==> config.mk <==
export PLATFORM = sky130hd
export DESIGN_NAME = postinc_load_unit
export DESIGN_NICKNAME = d
export VERILOG_FILES = /design/src/rtl/pul_pkg.sv /design/src/rtl/pul_addr_calc.sv /design/src/rtl/pul_extend.sv /design/src/rtl/pul_ctrl.sv /design/src/rtl/postinc_load_unit.sv
export SDC_FILE = /design/constraint.sdc
export NUM_CORES = 1
export LEC_CHECK = 0
export BUFFER_PORTS_ARGS = -buffer_cell sky130_fd_sc_hd__buf_2
export CORE_AREA = 2 2 168 170
export DETAILED_ROUTE_END_ITERATION = 10
export DIE_AREA = 0 0 170 172
export PLACE_DENSITY = 0.66
export REMOVE_ABC_BUFFERS = 1
export SLEW_MARGIN = 25
export SYNTH_ARGS = -nofsm -noshare
export SYNTH_HDL_FRONTEND = slang
export SYNTH_HIERARCHICAL = 1
export SYNTH_SLANG_ARGS = --single-unit
==> constraint.sdc <==
create_clock -name clk -period 4.7 [get_ports clk]
set_input_delay 1.175 -clock clk [delete_from_list [all_inputs] [get_ports clk]]
set_output_delay 1.175 -clock clk [all_outputs]
set_load 0.01 [all_outputs]
==> src/rtl/pul_pkg.sv <==
// Shared encodings for the post-update load unit.
// Assumes the size and form codes are supplied already decoded.
package pul_pkg;
    typedef enum logic [1:0] {
        SZ_BYTE  = 2'd0,
        SZ_HALF  = 2'd1,
        SZ_WORD  = 2'd2,
        SZ_DWORD = 2'd3
    } acc_size_e;

    typedef enum logic [1:0] {
        FM_DISP   = 2'd0,
        FM_DISPX4 = 2'd1,
        FM_INDEX  = 2'd2,
        FM_RSVD   = 2'd3
    } addr_form_e;

    typedef enum logic [1:0] {
        ST_IDLE = 2'd0,
        ST_REQ  = 2'd1,
        ST_WAIT = 2'd2
    } seq_state_e;
endpackage

==> src/rtl/pul_addr_calc.sv <==
// Computes the post-update base: old base plus a sign-extended displacement,
// a scaled sign-extended displacement, or the full index operand.
// Assumes XLEN is wider than DISP_W and than SDISP_W+SCALE. Wraps modulo 2^XLEN.
module pul_addr_calc #(
    parameter int XLEN    = 64,
    parameter int DISP_W  = 16,
    parameter int SDISP_W = 14,
    parameter int SCALE   = 2
) (
    input  logic [1:0]        form,
    input  logic [DISP_W-1:0] imm,
    input  logic [XLEN-1:0]   base,
    input  logic [XLEN-1:0]   index,
    output logic [XLEN-1:0]   updated
);
    import pul_pkg::*;

    localparam int SD_FULL = SDISP_W + SCALE;

    logic [XLEN-1:0]    disp_ext;
    logic [SD_FULL-1:0] sdisp_raw;
    logic [XLEN-1:0]    sdisp_ext;
    logic [XLEN-1:0]    addend;

    // Widen the plain and scaled displacement fields with sign fill.
    always_comb begin
        disp_ext  = {{(XLEN-DISP_W){imm[DISP_W-1]}}, imm};
        sdisp_raw = {imm[SDISP_W-1:0], {SCALE{1'b0}}};
        sdisp_ext = {{(XLEN-SD_FULL){sdisp_raw[SD_FULL-1]}}, sdisp_raw};
    end

    // Choose the addend by form; the reserved code behaves as indexed.
    always_comb begin
        unique case (addr_form_e'(form))
            FM_DISP:   addend = disp_ext;
            FM_DISPX4: addend = sdisp_ext;
            default:   addend = index;
        endcase
        updated = base + addend;
    end
endmodule

==> src/rtl/pul_extend.sv <==
// Extends right-justified load data to the register width by size code.
// Sign fill applies only to halfword and word; byte is always zero-filled
// and the full-width size passes data through. Assumes XLEN = 8 << 3.
module pul_extend #(
    parameter int XLEN   = 64,
    parameter int NSIZES = 4
) (
    input  logic [1:0]      size,
    input  logic            sgn,
    input  logic [XLEN-1:0] raw,
    output logic [XLEN-1:0] ext
);
    logic [XLEN-1:0] cand [NSIZES];

    // One candidate per access size; width and signability fixed per lane.
    for (genvar k = 0; k < NSIZES; k++) begin : g_lane
        localparam int  LW       = 8 << k;
        localparam bit  SIGNABLE = (k == 1) || (k == 2);
        if (LW >= XLEN) begin : g_full
            assign cand[k] = raw;
        end else begin : g_part
            logic fill;
            assign fill    = SIGNABLE ? (sgn & raw[LW-1]) : 1'b0;
            assign cand[k] = {{(XLEN-LW){fill}}, raw[LW-1:0]};
        end
    end

    // Pick the candidate for the requested size.
    always_comb begin
        ext = cand[size];
    end
endmodule

==> src/rtl/pul_ctrl.sv <==
// Sequencer: accepts one operation while idle, holds a read request until
// taken, then waits for the response. A bad encoding yields a registered
// one-cycle pulse and no request. Assumes no response before request accept.
module pul_ctrl (
    input  logic clk,
    input  logic rst_n,
    input  logic op_valid,
    input  logic op_bad,
    input  logic mem_req_ready,
    input  logic mem_rsp_valid,
    output logic op_ready,
    output logic accept_good,
    output logic mem_req_valid,
    output logic rsp_take,
    output logic invalid_pulse
);
    import pul_pkg::*;

    seq_state_e state_q, state_d;
    logic       accept;

    // Decode handshakes from the current state.
    always_comb begin
        op_ready      = (state_q == ST_IDLE);
        accept        = op_valid && op_ready;
        accept_good   = accept && !op_bad;
        mem_req_valid = (state_q == ST_REQ);
        rsp_take      = (state_q == ST_WAIT) && mem_rsp_valid;
    end

    // Next-state selection.
    always_comb begin
        state_d = state_q;
        unique case (state_q)
            ST_IDLE: if (accept_good)   state_d = ST_REQ;
            ST_REQ:  if (mem_req_ready) state_d = ST_WAIT;
            ST_WAIT: if (mem_rsp_valid) state_d = ST_IDLE;
            default:                    state_d = ST_IDLE;
        endcase
    end

    // State and invalid-pulse registers.
    always_ff @(posedge clk) begin
        if (!rst_n) begin
            state_q       <= ST_IDLE;
            invalid_pulse <= 1'b0;
        end else begin
            state_q       <= state_d;
            invalid_pulse <= accept && op_bad;
        end
    end
endmodule

==> src/rtl/postinc_load_unit.sv <==
// Post-update integer load unit. Reads memory at the unmodified base value,
// extends the returned data into the target register, and writes the
// offset-adjusted base back on a second port in the same response cycle.
// Assumes aligned accesses and big-endian right-justified read data.
module postinc_load_unit #(
    parameter int XLEN    = 64,
    parameter int IDX_W   = 5,
    parameter int DISP_W  = 16,
    parameter int SDISP_W = 14
) (
    input  logic              clk,
    input  logic              rst_n,
    input  logic              op_valid,
    output logic              op_ready,
    input  logic [1:0]        op_size,
    input  logic              op_signed,
    input  logic [1:0]        op_form,
    input  logic [DISP_W-1:0] op_imm,
    input  logic [IDX_W-1:0]  op_base_idx,
    input  logic [IDX_W-1:0]  op_tgt_idx,
    input  logic [XLEN-1:0]   op_base_val,
    input  logic [XLEN-1:0]   op_index_val,
    output logic              mem_req_valid,
    input  logic              mem_req_ready,
    output logic [XLEN-1:0]   mem_req_addr,
    output logic [1:0]        mem_req_size,
    input  logic              mem_rsp_valid,
    input  logic [XLEN-1:0]   mem_rsp_data,
    output logic              wb_tgt_we,
    output logic [IDX_W-1:0]  wb_tgt_idx,
    output logic [XLEN-1:0]   wb_tgt_data,
    output logic              wb_base_we,
    output logic [IDX_W-1:0]  wb_base_idx,
    output logic [XLEN-1:0]   wb_base_data,
    output logic              invalid_form
);
    logic             op_bad;
    logic             accept_good;
    logic             rsp_take;
    logic [XLEN-1:0]  upd_now;

    logic [1:0]       size_q;
    logic             sgn_q;
    logic [IDX_W-1:0] tgt_q;
    logic [IDX_W-1:0] base_q;
    logic [XLEN-1:0]  addr_q;
    logic [XLEN-1:0]  upd_q;

    // Flag encodings that name register zero as base or alias base and target.
    always_comb begin
        op_bad = (op_base_idx == '0) || (op_base_idx == op_tgt_idx);
    end

    pul_ctrl u_ctrl (
        .clk           (clk),
        .rst_n         (rst_n),
        .op_valid      (op_valid),
        .op_bad        (op_bad),
        .mem_req_ready (mem_req_ready),
        .mem_rsp_valid (mem_rsp_valid),
        .op_ready      (op_ready),
        .accept_good   (accept_good),
        .mem_req_valid (mem_req_valid),
        .rsp_take      (rsp_take),
        .invalid_pulse (invalid_form)
    );

    pul_addr_calc #(
        .XLEN    (XLEN),
        .DISP_W  (DISP_W),
        .SDISP_W (SDISP_W)
    ) u_addr (
        .form    (op_form),
        .imm     (op_imm),
        .base    (op_base_val),
        .index   (op_index_val),
        .updated (upd_now)
    );

    // Capture the operation on acceptance so inputs may change afterwards.
    always_ff @(posedge clk) begin
        if (!rst_n) begin
            size_q <= '0;
            sgn_q  <= 1'b0;
            tgt_q  <= '0;
            base_q <= '0;
            addr_q <= '0;
            upd_q  <= '0;
        end else if (accept_good) begin
            size_q <= op_size;
            sgn_q  <= op_signed;
            tgt_q  <= op_tgt_idx;
            base_q <= op_base_idx;
            addr_q <= op_base_val;
            upd_q  <= upd_now;
        end
    end

    pul_extend #(
        .XLEN (XLEN)
    ) u_ext (
        .size (size_q),
        .sgn  (sgn_q),
        .raw  (mem_rsp_data),
        .ext  (wb_tgt_data)
    );

    // Drive the request fields and both writeback ports.
    always_comb begin
        mem_req_addr = addr_q;
        mem_req_size = size_q;
        wb_tgt_we    = rsp_take;
        wb_tgt_idx   = tgt_q;
        wb_base_we   = rsp_take;
        wb_base_idx  = base_q;
        wb_base_data = upd_q;
    end
endmodule

Word-level counts from Yosys, hierarchy flattened
Index checks and enable logic that the tools add are counted.

cells by class
  equality and inequality tests = 7
  mux-type cells = 8
  add/sub/neg operators = 1
  bitwise logic cells = 3
  magnitude comparators = 1
  reductions and logical operators = 10

operators by type and width
  operator                                                               count
  64-bit binary-select mux with 2-bit select                             1
  64-bit two-way mux                                                     2
  64-bit one-hot mux with 2 select lines                                 1
  64-bit adder                                                           1
  2-bit two-way mux                                                      3
  2-bit one-hot mux with 3 select lines                                  1
  5-bit equality test                                                    1
  5-bit zero test                                                        1
  2-bit by 1-bit equality test with 1-bit output, second input constant  2
  1-bit logical AND                                                      4
  2-bit zero test                                                        2
  2-bit by 1-bit != test with 1-bit output, second input constant        2
  3-bit >= comparator, second input constant                             1
  2-bit NOT with 3-bit output                                            1
  3-bit AND reduction                                                    1
  1-bit bitwise AND                                                      2
  2-bit equality test, second input constant                             1
  2-bit != test, second input constant                                   1
  1-bit zero test                                                        1
  1-bit logical OR                                                       1

storage, ports and cells
  output and inout port bits = 209
  input bits = 228
  word-level logic and storage cells = 38
  register bits = 144

Logic depth before layout (Yosys ltp)
  word-level depth = 6
  depth in mapped cells = 19
  depth with buffers taken out = 16

Hierarchy
Netlist, hierarchy kept.

by module, submodules not included
  module             sequential area each (µm²)  times used  cells an instance  area each (µm²)
  postinc_load_unit  2,822.7                     1           464                5,442.7
  pul_addr_calc      0.0                         1           729                4,573.1
  pul_extend         0.0                         1           83                 670.6
  pul_ctrl           60.1                        1           16                 147.6

Worst setup path after synthesis
No wires, ideal clock.

  kind = input to register
  start = input port op_form[0]
  end = register upd_q[61], in the netlist wb_base_data[61]
  path buffers = 2
  stages = 16
  required time = 4.584 ns
  data arrival time = 4.638 ns
  library setup time = 0.116 ns
  slack = -0.054 ns
  cells stage by stage = clkbuf_1 -> buf_1 -> mux2i_1 -> o21ai_0 -> ha_1 -> o21ai_2 -> and2_4 -> or3_4 -> o31ai_4 -> a31oi_4 -> o31ai_4 -> nand3_2 -> nand3_1 -> or3b_1 -> mux2i_1 -> nor2b_1

between the ends
  cells in the longest elaborated chain, start to end = 3
  elaborated cells on any way between the ends = 4
  classes of those cells = add/sub: 1; eq/ne: 1; mux: 1; reduce/logical: 1

RTL lines
  item                                                                               line                     text
  start, declared                                                                    postinc_load_unit.sv:17  input logic [1:0] op_form,
  2-bit by 1-bit equality test with 1-bit output or 2-bit zero test (tied branches)  pul_addr_calc.sv:34      unique case (addr_form_e'(form))
  64-bit one-hot mux with 2 select lines *                                           pul_addr_calc.sv:34
  64-bit adder *                                                                     pul_addr_calc.sv:39      updated = base + addend;
  net upd_now[61]                                                                    postinc_load_unit.sv:40  logic [XLEN-1:0] upd_now;
  end signal, assigned                                                               postinc_load_unit.sv:95  upd_q <= upd_now;
  end, declared                                                                      postinc_load_unit.sv:47  logic [XLEN-1:0] upd_q;

Mark *: on every way through the listed nets, which the timed path passes. The rest lies on a longest branch.
A chain may end at the register's enable or synchronous reset.

Final worst setup path
  start = input port op_form[1]
  end = register upd_q[56], in the netlist wb_base_data[56]

Same word-level chain as after synthesis.

==> out/summary.txt <==
critical path capture point type = flip-flop
Final Hold Fails = 0
Pwr Density = 333 mW/mm2
CP top delay family = compound AO/OA/AOI/OAI gates
syn_area_per_cell = 8.39 um2
Die Ht = 172 um
area occupied by multi-input gates = 0.00710 mm2
Area growth syn-to-layout = 31.0%
placer congestion estimate = 0.900
TritonRoute pass-1 iters = 5
EDFF count, synth = 0
crit start category = primary input
final setup TNS = 0 ns
Peak Freq = 0.223 GHz
largest area contributor in the netlist = dfxtp_1
Synth Cell Area = 0.0108 mm2
# setup viols final = 0
Worst R2R Setup Slack = 2.68 ns
Yosys reg bits = 144
total number of vias = 10826
period utilisation layout = 0.954
leakage power = 7.41 nW
Synth top area share = 0.266
Data required, critical path = 5.07 ns
Synth Warn # = 6
Hold Crit Class = reg2reg
CTS buffer count = 17
main combinational cell family by area after synthesis = compound AO/OA/AOI/OAI gates
cts hold-fix bufs = 0
compound-cell area share of the yosys netlist = 0.201
xor/xnor share of the synthesized area = 0.0534
core area = 0.0275 mm2
pre-CTS setup slack = -0.256 ns
Max Cap Violations = 0
Avg WL per Cell = 17.9 um
Seq/Total Area, Yosys = 0.266
Worst Skew = 0.00744 ns
Peak VDD IR = 0.000196 V
first-pass GRT wire length = 54700 um
Fillers = 2649
dpl hpwl = 29700 um
Main synth FF type = dfxtp_1
final net count = 2012
CP dominant cell by count = a21o_1
Crit path arrival time = 4.85 ns
worst hold path stage count = 2
port bufs = 420
commonest non-fill, non-tap cell in the layout = buf_2
most frequent cells in the layout = buf_2, mux2i_1, nor2b_1
placed inst area = 0.0135 mm2
Syn Inst Count = 1292
starting density of the core = 0.394
CP cell instances = buf_2 -> buf_12 -> nor2_1 -> a22o_1 -> ha_1 -> inv_1 -> fa_1 -> nand2b_1 -> a21o_1 -> buf_4 -> a21o_1 -> a21oi_1 -> a31oi_1 -> o21bai_1 -> a41oi_1 -> a211o_1 -> o2111ai_1 -> mux2i_1 -> nor2b_1
Final Cell Area = 0.0142 mm2
I/O pin count = 437
critical path buffer and inverter count = 4
Final ANT Viol Nets = 0
FF+latch area = 0.00288 mm2
row cnt = 61
Simple-Gate Fraction of Synth Area = 0.180
Crit Path Category = in2reg
count of cell types in the netlist = 66
root buf cell = clkbuf_16
worst reg2reg startpoint = u_ctrl/state_q[0]$_SDFFE_PN0P_
fin worst setup slack = 0.219 ns
initial antenna violation count = 3
Async S/R FF share, synth = 0
Clock transition at path regs = 0.06 ns
largest net degree at the start of global routing = 110
Final Util = 0.516
CTS Buffer Depth = 2
Worst Max-Slew Pin Slew = 0.930 ns
Reg2Reg Depth = 4
Max-slew headroom = 0.380
Slowest-stage cell, CP = fa_1
WL final = 37300 um
critical path peak fanout = 11
post-synthesis mux area share = 0.143
RR Endpoint = mem_req_addr[58]$_SDFFE_PN0P_
sinks on the clock net = 144
Post-Synth Adder-Cell Area = 0.0746
final worst path period need = 4.48 ns
max-slew violations = 0
ranking of synthesized cells by area = dfxtp_1, mux2i_1, nor2b_1
Clk Latency, worst-skew pair = 0.43 ns
share of cells above drive strength 1 = 0.321
Remaining DRCs = 0
H-tree depth reported by CTS = 4
drt first-iter violations = 520
Worst Hold End = mem_req_addr[40]$_SDFFE_PN0P_
CP max stage delay = 0.39 ns
status = finished, final reports clean
Die X = 170 um
TritonCTS clock tree = built
Via density = 5.20
Hold Path Origin = mem_req_addr[40]$_SDFFE_PN0P_
GRT Resource Usage Total = 0.241
number of global-route vias before repair = 10178
die area = 0.0292 mm2
total gr overflow = 0
what timing repair did:
action,CTS,global route
hold endpoints to repair,0,0
endpoints found under the setup margin,0,5
setup buffers,0,1
resized for setup,0,1
flip-flops by register name (all words and copies together), names as in the netlist:
| register | flops |
|---|---|
| wb_tgt_idx | 5 |
| mem_req_size | 2 |
| sgn_q | 1 |
| u_ctrl/state_q | 2 |
| u_ctrl/invalid_pulse | 1 |
| wb_base_data | 64 |
| mem_req_addr | 64 |
| wb_base_idx | 5 |
cell type report:
class / instances / area share
sequential: 144 / 0.203
tap: 346 / 0.0305
multi-input combinational: 979 / 0.500
inverter: 70 / 0.0185
timing repair buffer: 508 / 0.200
clock inverter: 10 / 0.0145
antenna: 3 / 0.000529
clock buffer: 21 / 0.0324
worst min-delay path: cells and delay by family (launching register included):
kind             cells  cell delay, ns
muxes                1            0.06
DFF                  1            0.32
and+or+nand+nor      1            0.09
cells in the mapped netlist (4+ instances only):
cell type / count
buf_6: 9
xor2_1: 23
inv_1: 70
o31ai_1: 7
nor2b_1: 155
mux2i_1: 155
ha_1: 63
o21a_1: 4
a211o_1: 34
a21oi_1: 136
dfxtp_1: 144
a211oi_1: 7
nand2_1: 71
buf_2: 8
a21o_1: 49
nor3_1: 12
xnor2_1: 43
nor2_1: 48
o21ai_0: 37
o21bai_1: 19
buf_1: 4
buf_8: 10
nand2b_1: 8
or4_1: 4
o21ai_1: 9
buf_4: 15
nand4_1: 20
nand3_1: 15
clkbuf_1: 53
a31oi_1: 9
how the worst max path moves through the flow:
stage	startpoint	end	slack, ns	cells after the start
2_1_floorplan	op_base_idx[2]	mem_req_addr[0]$_SDFFE_PN0P_	-18.53	6
3_3_place_gp	op_form[1]	wb_base_data[46]$_SDFFE_PN0P_	-0.12	19
3_5_place_dp	op_form[1]	wb_base_data[58]$_SDFFE_PN0P_	-0.26	19
4_1_cts	op_form[1]	wb_base_data[46]$_SDFFE_PN0P_	0.13	19
5_1_grt	op_form[1]	wb_base_data[46]$_SDFFE_PN0P_	-0.009	20
6_report	op_form[1]	wb_base_data[56]$_SDFFE_PN0P_	0.22	19
kinds of logic after synthesis:
| family | count (synthesis) |
|---|---|
| AO/OA/AOI/OAI | 337 |
| multiplexers | 155 |
| buffers and inverters | 169 |
| adder cells (fa/ha/maj) | 64 |
| AND/OR/NAND/NOR | 357 |
| XOR/XNOR | 66 |
| flip-flops | 144 |
stage by stage:
step / hold slack (ns) / std cells / power (mW)
floorplan: 0.490 / 1193 / 2.69
global placement: 0.490 / 2046 / 3.14
detailed placement: 0.495 / 2046 / 3.15
CTS: 0.515 / 2077 / 4.76
global route: 0.530 / 2079 / 5.00
finish: 0.510 / 2081 / 4.73
where the power goes:
part / switching [mW] / total [mW] / internal (mW)
sequential: 0.0679 / 1.42 / 1.35
clock: 0.569 / 1.59 / 1.02
combinational: 0.933 / 1.72 / 0.790
per-layer routing:
metal / up-vias / routed length [um] / track usage
met5: - / 0 / 0
met4: 0 / 1160 / 0.0936
met3: 51 / 2560 / 0.0629
met2: 376 / 17700 / 0.419
met1: 5025 / 15900 / 0.285
li1: 5374 / - / -
No activity file was read; power rests on OpenSTA's default activity.
